$ cat config.mk
export PLATFORM = sky130hd
export DESIGN_NAME = tmr_unit
export DESIGN_NICKNAME = d
export VERILOG_FILES = /design/src/rtl/tmr_pkg.sv /design/src/rtl/tmr_ctrl.sv /design/src/rtl/tmr_downcnt.sv /design/src/rtl/tmr_datapath.sv /design/src/rtl/tmr_unit.sv
export SDC_FILE = /design/constraint.sdc
export NUM_CORES = 1
export LEC_CHECK = 0
export BUFFER_PORTS_ARGS = -buffer_cell sky130_fd_sc_hd__buf_2
export CAP_MARGIN = 20
export CORE_MARGIN = 2
export CORE_UTILIZATION = 45
export DETAILED_ROUTE_END_ITERATION = 8
export GPL_ROUTABILITY_DRIVEN = 1
export GPL_TIMING_DRIVEN = 0
export MAX_ROUTING_LAYER = met4
export SETUP_SLACK_MARGIN = 0.3
export SLEW_MARGIN = 20
export SYNTH_ARGS = -nofsm -noshare
export SYNTH_HDL_FRONTEND = slang
export SYNTH_HIERARCHICAL = 1
export SYNTH_SLANG_ARGS = --single-unit
$ cat constraint.sdc
create_clock -name clk -period 3.4 [get_ports clk]
set_input_delay 0.17 -clock clk [delete_from_list [all_inputs] [get_ports clk]]
set_output_delay 0.17 -clock clk [all_outputs]
set_load 0.05 [all_outputs]
$ cat src/rtl/tmr_pkg.sv
package tmr_pkg;
  localparam int NUM_CH = 3;

  localparam logic [7:0] CH0_BASE   = 8'h00;
  localparam logic [7:0] CH1_BASE   = 8'h20;
  localparam logic [7:0] CH2_BASE   = 8'h80;
  localparam logic [7:0] FREE_LO_OFF = 8'h60;
  localparam logic [7:0] FREE_HI_OFF = 8'h64;
  localparam int FREE_EN_BIT = 8;

  // control bit positions decoded by the down-counters
  localparam int CTL_EN  = 7;
  localparam int CTL_PER = 6;
  localparam int CTL_SEL = 3;

  typedef enum logic [2:0] {
    RD_NONE, RD_LOAD, RD_VALUE, RD_CTRL, RD_FREE_LO, RD_FREE_HI
  } rdsel_e;

  typedef struct packed {
    logic [NUM_CH-1:0] wrLoad;
    logic [NUM_CH-1:0] wrCtrl;
    logic [NUM_CH-1:0] wrClr;
    logic              wrFreeHi;
    rdsel_e            rdSel;
    logic [1:0]        rdCh;
  } tmr_strobe_t;
endpackage

$ cat src/rtl/tmr_ctrl.sv
module tmr_ctrl
  import tmr_pkg::*;
#(
  parameter int ADDR_W = 8
) (
  input  logic              busSel,
  input  logic              busWe,
  input  logic [ADDR_W-1:0] busAddr,
  output tmr_strobe_t       strobe
);
  logic [7:0] addr8;
  logic       chHit;
  logic [1:0] chIdx;
  logic [1:0] regIdx;

  assign addr8  = busAddr[7:0];
  assign regIdx = addr8[3:2];

  always_comb begin
    chHit = 1'b0;
    chIdx = 2'd0;
    if (addr8[1:0] == 2'b00) begin
      if ({addr8[7:4], 4'h0} == CH0_BASE) begin chHit = 1'b1; chIdx = 2'd0; end
      if ({addr8[7:4], 4'h0} == CH1_BASE) begin chHit = 1'b1; chIdx = 2'd1; end
      if ({addr8[7:4], 4'h0} == CH2_BASE) begin chHit = 1'b1; chIdx = 2'd2; end
    end
  end

  always_comb begin
    strobe = '0;
    strobe.rdSel = RD_NONE;
    strobe.rdCh  = chIdx;
    if (busSel && busWe) begin
      if (chHit) begin
        case (regIdx)
          2'd0:    strobe.wrLoad[chIdx] = 1'b1;
          2'd2:    strobe.wrCtrl[chIdx] = 1'b1;
          2'd3:    strobe.wrClr[chIdx]  = 1'b1;
          default: ;
        endcase
      end
      if (addr8 == FREE_HI_OFF) strobe.wrFreeHi = 1'b1;
    end else if (busSel) begin
      if (chHit) begin
        case (regIdx)
          2'd0:    strobe.rdSel = RD_LOAD;
          2'd1:    strobe.rdSel = RD_VALUE;
          2'd2:    strobe.rdSel = RD_CTRL;
          default: strobe.rdSel = RD_NONE;
        endcase
      end
      if (addr8 == FREE_LO_OFF) strobe.rdSel = RD_FREE_LO;
      if (addr8 == FREE_HI_OFF) strobe.rdSel = RD_FREE_HI;
    end
  end
endmodule

$ cat src/rtl/tmr_downcnt.sv
module tmr_downcnt
  import tmr_pkg::*;
#(
  parameter int CNT_W  = 16,
  parameter int DATA_W = 32
) (
  input  logic              clk,
  input  logic              rstN,
  input  logic              slowTick,
  input  logic              altTick,
  input  logic              wrLoad,
  input  logic              wrCtrl,
  input  logic              wrClr,
  input  logic [DATA_W-1:0] wdata,
  output logic [DATA_W-1:0] loadOut,
  output logic [DATA_W-1:0] valueOut,
  output logic [DATA_W-1:0] ctrlOut,
  output logic              irq
);
  logic [CNT_W-1:0] loadReg;
  logic [CNT_W-1:0] value;
  logic enable, periodic, clkSel;
  logic tick, underflow;

  assign tick      = enable && (clkSel ? slowTick : altTick);
  assign underflow = tick && !wrLoad && (value == '0);

  always_ff @(posedge clk) begin
    if (!rstN) begin
      loadReg  <= '0;
      value    <= '0;
      enable   <= 1'b0;
      periodic <= 1'b0;
      clkSel   <= 1'b0;
      irq      <= 1'b0;
    end else begin
      if (wrCtrl) begin
        enable   <= wdata[CTL_EN];
        periodic <= wdata[CTL_PER];
        clkSel   <= wdata[CTL_SEL];
      end
      if (wrLoad) begin
        loadReg <= wdata[CNT_W-1:0];
        value   <= wdata[CNT_W-1:0];
      end else if (tick) begin
        if (value == '0) value <= periodic ? loadReg : '1;
        else             value <= value - 1'b1;
      end
      if (underflow)  irq <= 1'b1;
      else if (wrClr) irq <= 1'b0;
    end
  end

  assign loadOut  = DATA_W'(loadReg);
  assign valueOut = DATA_W'(value);
  always_comb begin
    ctrlOut = '0;
    ctrlOut[CTL_EN]  = enable;
    ctrlOut[CTL_PER] = periodic;
    ctrlOut[CTL_SEL] = clkSel;
  end
endmodule

$ cat src/rtl/tmr_datapath.sv
module tmr_datapath
  import tmr_pkg::*;
#(
  parameter int DATA_W   = 32,
  parameter int NARROW_W = 16,
  parameter int WIDE_W   = 32,
  parameter int FREE_W   = 40
) (
  input  logic                          clk,
  input  logic                          rstN,
  input  logic                          slowTick,
  input  logic                          altTick,
  input  logic                          fastTick,
  input  tmr_strobe_t                   strobe,
  input  logic [DATA_W-1:0]             busWdata,
  output logic [DATA_W-1:0]             busRdata,
  output logic [NUM_CH-1:0]             irq,
  output logic [NUM_CH-1:0][DATA_W-1:0] chValue,
  output logic [FREE_W-1:0]             freeCnt
);
  localparam int FREE_HI_W = FREE_W - DATA_W;

  logic [NUM_CH-1:0][DATA_W-1:0] chLoad;
  logic [NUM_CH-1:0][DATA_W-1:0] chCtrl;
  logic freeEn;
  logic [DATA_W-1:0] rdMux;

  for (genvar g = 0; g < NUM_CH; g++) begin : g_ch
    localparam int CW = (g == NUM_CH - 1) ? WIDE_W : NARROW_W;
    tmr_downcnt #(.CNT_W(CW), .DATA_W(DATA_W)) u_cnt (
      .clk      (clk),
      .rstN     (rstN),
      .slowTick (slowTick),
      .altTick  (altTick),
      .wrLoad   (strobe.wrLoad[g]),
      .wrCtrl   (strobe.wrCtrl[g]),
      .wrClr    (strobe.wrClr[g]),
      .wdata    (busWdata),
      .loadOut  (chLoad[g]),
      .valueOut (chValue[g]),
      .ctrlOut  (chCtrl[g]),
      .irq      (irq[g])
    );
  end

  always_ff @(posedge clk) begin
    if (!rstN) begin
      freeEn  <= 1'b0;
      freeCnt <= '0;
    end else begin
      if (strobe.wrFreeHi) freeEn <= busWdata[FREE_EN_BIT];
      if (freeEn && fastTick) freeCnt <= freeCnt + 1'b1;
    end
  end

  always_comb begin
    rdMux = '0;
    case (strobe.rdSel)
      RD_LOAD:    rdMux = chLoad[strobe.rdCh];
      RD_VALUE:   rdMux = chValue[strobe.rdCh];
      RD_CTRL:    rdMux = chCtrl[strobe.rdCh];
      RD_FREE_LO: rdMux = freeCnt[DATA_W-1:0];
      RD_FREE_HI: begin
        rdMux[FREE_HI_W-1:0] = freeCnt[FREE_W-1:DATA_W];
        rdMux[FREE_EN_BIT]   = freeEn;
      end
      default:    rdMux = '0;
    endcase
  end

  always_ff @(posedge clk) begin
    if (!rstN) busRdata <= '0;
    else       busRdata <= rdMux;
  end
endmodule

$ cat src/rtl/tmr_unit.sv
module tmr_unit
  import tmr_pkg::*;
#(
  parameter int ADDR_W   = 8,
  parameter int DATA_W   = 32,
  parameter int NARROW_W = 16,
  parameter int WIDE_W   = 32,
  parameter int FREE_W   = 40
) (
  input  logic              clk,
  input  logic              rstN,
  input  logic              slowTick,
  input  logic              altTick,
  input  logic              fastTick,
  input  logic              busSel,
  input  logic              busWe,
  input  logic [ADDR_W-1:0] busAddr,
  input  logic [DATA_W-1:0] busWdata,
  output logic [DATA_W-1:0] busRdata,
  output logic [2:0]        irq
);
  tmr_strobe_t strobe;
  logic [NUM_CH-1:0][DATA_W-1:0] chValue;
  logic [FREE_W-1:0] freeCnt;

  tmr_ctrl #(.ADDR_W(ADDR_W)) u_ctrl (
    .busSel  (busSel),
    .busWe   (busWe),
    .busAddr (busAddr),
    .strobe  (strobe)
  );

  tmr_datapath #(
    .DATA_W(DATA_W), .NARROW_W(NARROW_W), .WIDE_W(WIDE_W), .FREE_W(FREE_W)
  ) u_dp (
    .clk      (clk),
    .rstN     (rstN),
    .slowTick (slowTick),
    .altTick  (altTick),
    .fastTick (fastTick),
    .strobe   (strobe),
    .busWdata (busWdata),
    .busRdata (busRdata),
    .irq      (irq),
    .chValue  (chValue),
    .freeCnt  (freeCnt)
  );
endmodule

# Word-level counts from Yosys, hierarchy flattened
# Index checks and enable logic that the tools add are counted.
# classes
n_eq_ne	12
bitwise	0
order_cmp	2
muxes	50
shift	0
mul	0
addsub	4
reduce_logical	27
div	0
# op_table
operator	count
two-way mux 32 bit	7
binary-select mux 32 bit (select 2 bit)	3
two-way mux 16 bit	8
case mux 23 bit (4 select lines)	1
case mux 9 bit (5 select lines)	1
adder 40 x 1 -> 40 bit (second input constant)	1
zero test 16 bit	2
zero test 32 bit	1
subtractor 16 x 1 -> 16 bit (second input constant)	2
subtractor 32 x 1 -> 32 bit (second input constant)	1
two-way mux 3 bit	8
== test 8 x 7 -> 1 bit (second input constant)	2
two-way mux 1 bit	16
logical AND 1 bit	12
nonzero test 2 bit	6
two-way mux 10 bit	1
two-way mux 9 bit	1
== test 3 x 2 -> 1 bit (second input constant)	2
== test 3 bit (second input constant)	2
case mux 2 bit (3 select lines)	1
== test 2 bit (second input constant)	2
== test 4 x 2 -> 1 bit (second input constant)	1
== test 4 bit (second input constant)	1
zero test 2 bit	2
8 further kinds	11
# word_totals
ram_bits	0
reg_bits	213
in_bits	47
elab_cells	116
mem_count	0
rom_bits	0
latch_bits	0

# Depth between registers and ports, before layout
# Gate-level depths: netlist of run 1.
# logic_depth
depth_word	15
ltp_mapped	13
depth_no_buf	10

# Hierarchy
# The synthesis of run 1 kept the hierarchy.
# modules_own_cells
mod	n_inst	area_per_inst_um2	cells_per_inst
tmr_datapath	1	5347.6	683
tmr_downcnt at u_dp.g_ch[0].u_cnt ...	2	2499.9	292
tmr_downcnt at u_dp.g_ch[2].u_cnt	1	3975.1	476
tmr_ctrl	1	241.5	41

# Worst setup path after synthesis of run 1
# No wires, ideal clock.
# synth_path
kind	input -> register
startpoint	in busAddr[1]
endpoint	reg u_dp.busRdata[3]
cell_stages	11
required_time_ns	3.324
n_path_buf	3
slack_ns	0.920
arrival_ns	2.404
path_cell_list	or4_4 > a2111o_1 > a21boi_1 > clkbuf_1 > nor2b_1 > clkbuf_1 > nand2_1 > buf_1 > o22ai_1 > nand2_1 > a31oi_1
# synth_rtl
item	line	rtl
from (decl)	tmr_unit.sv:17	input logic [ADDR_W-1:0] busAddr,
to (signal assigned)	tmr_datapath.sv:73	else busRdata <= rdMux;
to (decl)	tmr_datapath.sv:16	output logic [DATA_W-1:0] busRdata,

==> results of run 1 <==
==> worst max-delay path by stage <==
stage / startpoint / slack, ns / endpoint / cells past startpoint
global route: busAddr[1] / 0.31 / u_dp/busRdata[4] / 12
global placement: busAddr[1] / -0.60 / u_dp/busRdata[10] / 12
floorplan: busAddr[1] / 0.92 / u_dp/busRdata[3] / 11
finish: busAddr[1] / 0.30 / u_dp/busRdata[4] / 12
CTS: busAddr[1] / 0.35 / u_dp/busRdata[4] / 12
detailed placement: busAddr[1] / -0.62 / u_dp/busRdata[10] / 12
==> registers in the layout (all words and copies together) (netlist names), 3 cells and up <==
| name | count |
|---|---|
| u_dp/busRdata | 32 |
| u_dp/g_ch.u_cnt/value | 32 |
| u_dp/g_ch.u_cnt/periodic | 3 |
| u_dp/g_ch.u_cnt/enable | 3 |
| u_dp/g_ch.u_cnt/loadReg | 32 |
| u_dp/freeCnt | 40 |
| u_dp/g_ch.u_cnt/loadOut | 32 |
| u_dp/g_ch.u_cnt/clkSel | 3 |
| u_dp/g_ch.u_cnt/valueOut | 32 |
| u_dp/g_ch.u_cnt/irq | 3 |
==> area by class of cell <==
class / instances / area (um2) / area share
Clock buffer: 38 / 787 / 0.0460
Sequential cell: 213 / 4260 / 0.249
Tap cell: 402 / 503 / 0.0294
Timing Repair Buffer: 98 / 576 / 0.0336
Multi-Input combinational cell: 1405 / 8990 / 0.525
Buffer: 277 / 1780 / 0.104
Inverter: 37 / 139 / 0.00811
Clock inverter: 10 / 77.6 / 0.00453
==> report_power, final <==
group,switching [mW],internal [mW],leakage (nW)
clock,1.15,1.67,0.433
combinational,0.229,0.211,4.17
sequential,0.00299,2.50,1.71
total,1.38,4.38,6.32
==> metrics by stage <==
| step | instances | hold WS, ns | area [um2] | power [mW] | worst slack (ns) |
|---|---|---|---|---|---|
| finish | 2480 | 0.0401 | 17100 | 5.77 | 0.300 |
| global route | 2480 | 0.0393 | 17100 | 5.95 | 0.314 |
| CTS | 2480 | 0.0253 | 17100 | 5.78 | 0.345 |
| detailed placement | 2415 | 0.451 | 16000 | 2.96 | -0.617 |
| global placement | 2415 | 0.441 | 16000 | 2.96 | -0.602 |
| floorplan | 1932 | 0.292 | 15100 | 2.84 | 0.920 |
==> worst reg2reg max path: stages (launching register included) <==
cell      delay [ns]
dfxtp_1         0.38
or4_1           0.65
nor4_4          0.44
and4_1          0.26
buf_4           0.16
nand3_2         0.09
buf_4           0.22
o211ai_1        0.18
a21oi_1         0.06
==> cells by family (layout without fill, tap and decap cells) <==
group	count (synthesis)	after routing	share of synthesized area
fa+ha+maj	12	12	0.0103
other cells	3	151	0.000773
compound gates	465	465	0.202
buf+inv	314	460	0.132
xor+xnor	67	67	0.0403
simple gates	542	542	0.206
flops	213	213	0.293
mux	168	168	0.116
==> cells in the mapped netlist (12+ instances only) <==
cell type,count,share of area
a21oi_1,131,0.045
a22oi_1,65,0.034
and2_1,13,0.0056
buf_1,16,0.0041
buf_2,14,0.0048
buf_4,167,0.086
clkbuf_1,70,0.018
dfxtp_1,213,0.29
ha_1,12,0.010
inv_1,34,0.0088
mux2i_1,163,0.11
nand2_1,103,0.027
nand3_1,29,0.010
nand3b_1,23,0.012
nand4_1,27,0.012
nand4b_1,14,0.0084
nor2_1,139,0.036
nor2b_1,43,0.018
nor3_1,51,0.018
nor4_1,18,0.0077
o211ai_1,29,0.015
o21ai_0,86,0.030
o21ai_1,18,0.0062
o22ai_1,42,0.018
xnor2_1,33,0.020
xor2_1,34,0.020
==> layer usage <==
| metal | part of all wire | GRT usage | vias to the layer above |
|---|---|---|---|
| met5 | 0 | - | - |
| met2 | 0.45 | 0.475 | 552 |
| met3 | 0.066 | 0.0323 | 80 |
| met1 | 0.45 | 0.411 | 6677 |
| li1 | - | - | 6736 |
| met4 | 0.034 | 0.100 | 0 |
==> what timing repair did <==
| action | 4_1_cts | 5_1_grt |
|---|---|---|
| endpoints found under the hold margin | 27 | 0 |
| setup endpoints to repair | 23 | 16 |
| hold buffers | 17 | 0 |
| resized for setup | 10 | 2 |
==> summary.txt, run 1 <==
status = finished, final reports clean
sequential fraction of the synthesis area = 0.293
WL final = 50.5 mm
top_reg_cell synth = dfxtp_1
DR iter-0 viols = 1435
Arr. time, crit path = 3.50 ns
CP startpoint kind = primary input
CP top delay family = compound AO/OA/AOI/OAI gates
# nets final = 2117
total track usage = 0.304
Buffers on Ports = 81
area delta synth->final = 17.5%
CTS root buf = clkbuf_16
CP Max Fanout = 10
Cells on Worst Hold Path = 2
Worst Hold Launch = busWdata[2]
Max Cap Viol = 0
starting density of the core = 0.459
die area = 0.0338 mm2
Crit Path Class = in2reg
pwr dens = 337 mW/mm2
R2R Path End = u_dp/g_ch[2].u_cnt/valueOut[30]
Worst R2R Setup Slack = 0.82 ns
filler instances = 3117
CP max stage cell = or4_4
routed len/inst = 20.4 um
global route overflow = 0
clk buf depth = 3
setup_tns = 0 ns
# diodes = 0
Antenna Violating Nets Remaining = 0
post-DR vias/cell = 5.66
Clock Pin Slew Worst Setup and Hold Paths = 0.06 ns
cell area after synthesis = 0.0146 mm2
Post-synth EDFFs = 0
syn_area_per_cell = 8.16 um2
post-route clock period utilization = 0.912
Final Max Tran Viols = 0
Syn Inst Count = 1784
Post-CTS Setup Bufs = 0
VDD IR max = 0.442 mV
Vias = 14.0k
critical path buffer and inverter count = 4
dpl hpwl = 37.6 mm
layout cells sized above 1 = 0.179
largest net degree at the start of global routing = 22
1st-pass router iterations = 5
most frequent cells in the layout = 213 x dfxtp_1, 167 x buf_4, 163 x mux2i_1
H-tree levels = 1
CTS tree = done
Final Core Density = 0.540
RSZ-0062 raised after global routing = no
first-pass GRT wire length = 77.1 mm
commonest non-fill, non-tap cell in the layout = dfxtp_1
FFs w/ async S/R, synth = 0
worst skew pair latency = 0.54 ns
vias in the first global route = 13.1k
Worst R2R Path Depth = 8
Worst path max stage delay = 0.54 ns
LEAKAGE = 6.32 nW
synth unique cells = 84
die extent in y = 184 um
Clock Sinks = 213
slew margin rel. = 0.244
boundary pin count = 82
final hold vios = 0
Final setup viols = 0
Hold WC Path Type = in2reg
worst slew pin tran = 1.13 ns
reg2reg start = u_dp/g_ch[2].u_cnt/valueOut[24]
clk_skew = 0.0138 ns
die width = 184 um
Req. time, crit path = 3.80 ns
Min-Delay Endpoint = u_dp/g_ch[0].u_cnt/value[2]
cts bufs inserted = 26
Core Box Area = 0.0317 mm2
initial antenna violation count = 0
min cycle time layout = 3.10 ns
Site Rows = 65
Syn. warnings = 6
Max Fclk = 0.323 GHz
Yosys reg bits = 213
critical path capture point type = register
gpl congestion = 0.946
Critical Path, Cell by Cell = buf_2 > or4_4 > a2111o_1 > a21boi_1 > clkbuf_2 > nor2b_1 > clkbuf_2 > nand2_1 > buf_2 > o22ai_1 > nand2_1 > a31oi_1
DR DRC count = 0
Note: power is estimated with default switching activity, not from simulation.
==> run 2: changes to the inputs <==
Settings changed: CTS_BUF_LIST set to sky130_fd_sc_hd__clkbuf_8, SETUP_SLACK_MARGIN 0.3 to not set.
==> summary.txt, run 2 (synthesis gave the netlist of run 1 again) <==
worst skew pair latency = 0.55 ns
Crit Path Class = in2reg
status = finished, final reports clean
LEAKAGE = 6.37 nW
first-pass GRT wire length = 77.0 mm
Post-CTS Setup Bufs = 0
Largest register FFs = 40
WL final = 50.4 mm
most frequent cells in the layout = 213 x dfxtp_1, 167 x buf_4, 163 x mux2i_1
Final Core Density = 0.541
CP startpoint kind = primary input
VDD IR max = 0.318 mV
cts bufs inserted = 41
dpl ws = -0.617 ns
die extent in y = 184 um
layout cells sized above 1 = 0.183
post-DR vias/cell = 5.62
Site Rows = 65
# nets final = 2133
filler instances = 3124
Max Cap Viol = 0
min cycle time layout = 3.25 ns
Buffers on Ports = 81
multi-input logic area = 0.00898 mm2
CTS root buf = clkbuf_8
routed len/inst = 20.2 um
Clock Pin Slew Worst Setup and Hold Paths = 0.06 ns
boundary pin count = 82
GR Layer Usage met3 = 0.0398
clk buf depth = 3
setup_tns = 0 ns
global route overflow = 0
slew margin rel. = 0.233
clk_skew = 0.0257 ns
commonest non-fill, non-tap cell in the layout = dfxtp_1
area delta synth->final = 17.7%
1st-pass router iterations = 6
initial antenna violation count = 0
met1 Resource Use GR = 0.404
Req. time, crit path = 3.83 ns
Most Crowded Layer GR = met2
register area = 0.00426 mm2
DR iter-0 viols = 1442
critical path capture point type = register
Hold WC Path Type = in2reg
pwr dens = 334 mW/mm2
Clock Sinks = 213
total track usage = 0.304
starting density of the core = 0.459
gpl congestion = 0.946
CTS tree = done
Core Box Area = 0.0317 mm2
post-route clock period utilization = 0.955
Max Fclk = 0.308 GHz
final hold vios = 0
dpl hpwl = 37.6 mm
die area = 0.0338 mm2
RSZ-0062 raised after global routing = no
GRT met2 Usage = 0.478
Arr. time, crit path = 3.67 ns
vias in the first global route = 13.3k
DR DRC count = 0
die width = 184 um
PnR worst setup slack = 0.154 ns
worst slew pin tran = 1.14 ns
Final setup viols = 0
Vias = 14.1k
CP Max Fanout = 10
Largest Register = u_dp/freeCnt
Antenna Violating Nets Remaining = 0
Final Max Tran Viols = 0
H-tree levels = 2
largest net degree at the start of global routing = 22
-- run 2: cell types whose count changed in the layout (fill, tap and decap cells not counted), moves of 2 or more --
cell | previous run | this run
bufinv_16 | 1 | 3
clkbuf_1 | 72 | 69
clkbuf_16 | 27 | 0
clkbuf_8 | 7 | 55
clkinv_2 | 8 | 2
inv_1 | 34 | 42
o22ai_1 | 35 | 37
o22ai_2 | 7 | 5
-- run 2: per-layer routing --
metal	part of all wire	up-vias
li1	-	6775
met1	0.45	6639
met2	0.46	556
met3	0.064	99
met4	0.031	0
met5	0	-
-- run 2: final cells by class --
| type | count | area share |
|---|---|---|
| Timing Repair Buffer | 99 | 0.0342 |
| Antenna cell | 1 | 0.000146 |
| Clock buffer | 55 | 0.0442 |
| Sequential cell | 213 | 0.249 |
| Buffer | 277 | 0.104 |
| Multi-Input combinational cell | 1405 | 0.524 |
| Inverter | 37 | 0.00810 |
| Clock inverter | 14 | 0.00803 |
| Tap cell | 402 | 0.0293 |
-- run 2: worst paths after layout --
kind                                        start  depth (start not counted)  slack, ns                               to
hold / removal                        busWdata[9]                          3       0.03    u_dp/g_ch[0].u_cnt/loadReg[9]
setup / recovery                       busAddr[1]                         12       0.15                u_dp/busRdata[19]
hold reg to reg                  u_dp/freeCnt[39]                          2       0.50                 u_dp/freeCnt[39]
setup reg to reg  u_dp/g_ch[2].u_cnt/valueOut[18]                          8       0.82  u_dp/g_ch[2].u_cnt/valueOut[22]
-- run 2: critical path, cell delays in order --
cell and delay, ns:
buf_2 0.11, or4_4 0.54, a2111o_1 0.36, a21boi_1 0.27
clkbuf_2 0.28, nor2b_1 0.16, clkbuf_1 0.38, nand2_1 0.28
clkbuf_2 0.32, o22ai_1 0.32, a22oi_1 0.19, a21oi_1 0.27
-- run 2: report_power, final --
group          total (mW)  leakage (nW)  switching [mW]  internal, mW
Combinational       0.442          4.17           0.230         0.212
Clock                2.78         0.488            1.13          1.66
Sequential           2.50          1.71         0.00298          2.50
Total                5.73          6.37            1.36          4.37
-- run 2: per-stage QoR --
step	hold WS (ns)	power (mW)	instances	area (um2)
CTS	0.00281	5.77	2502	17100
global placement	0.441	2.96	2415	16000
floorplan	0.292	2.84	1932	15100
detailed placement	0.451	2.96	2415	16000
finish	0.0349	5.73	2503	17100
global route	0.0356	5.93	2502	17100
-- run 2: timing repair --
action,CTS,global route
cloned,0,0
endpoints found under the setup margin,5,10
resized for setup,5,4
hold buffers,18,0
endpoints found under the hold margin,28,0
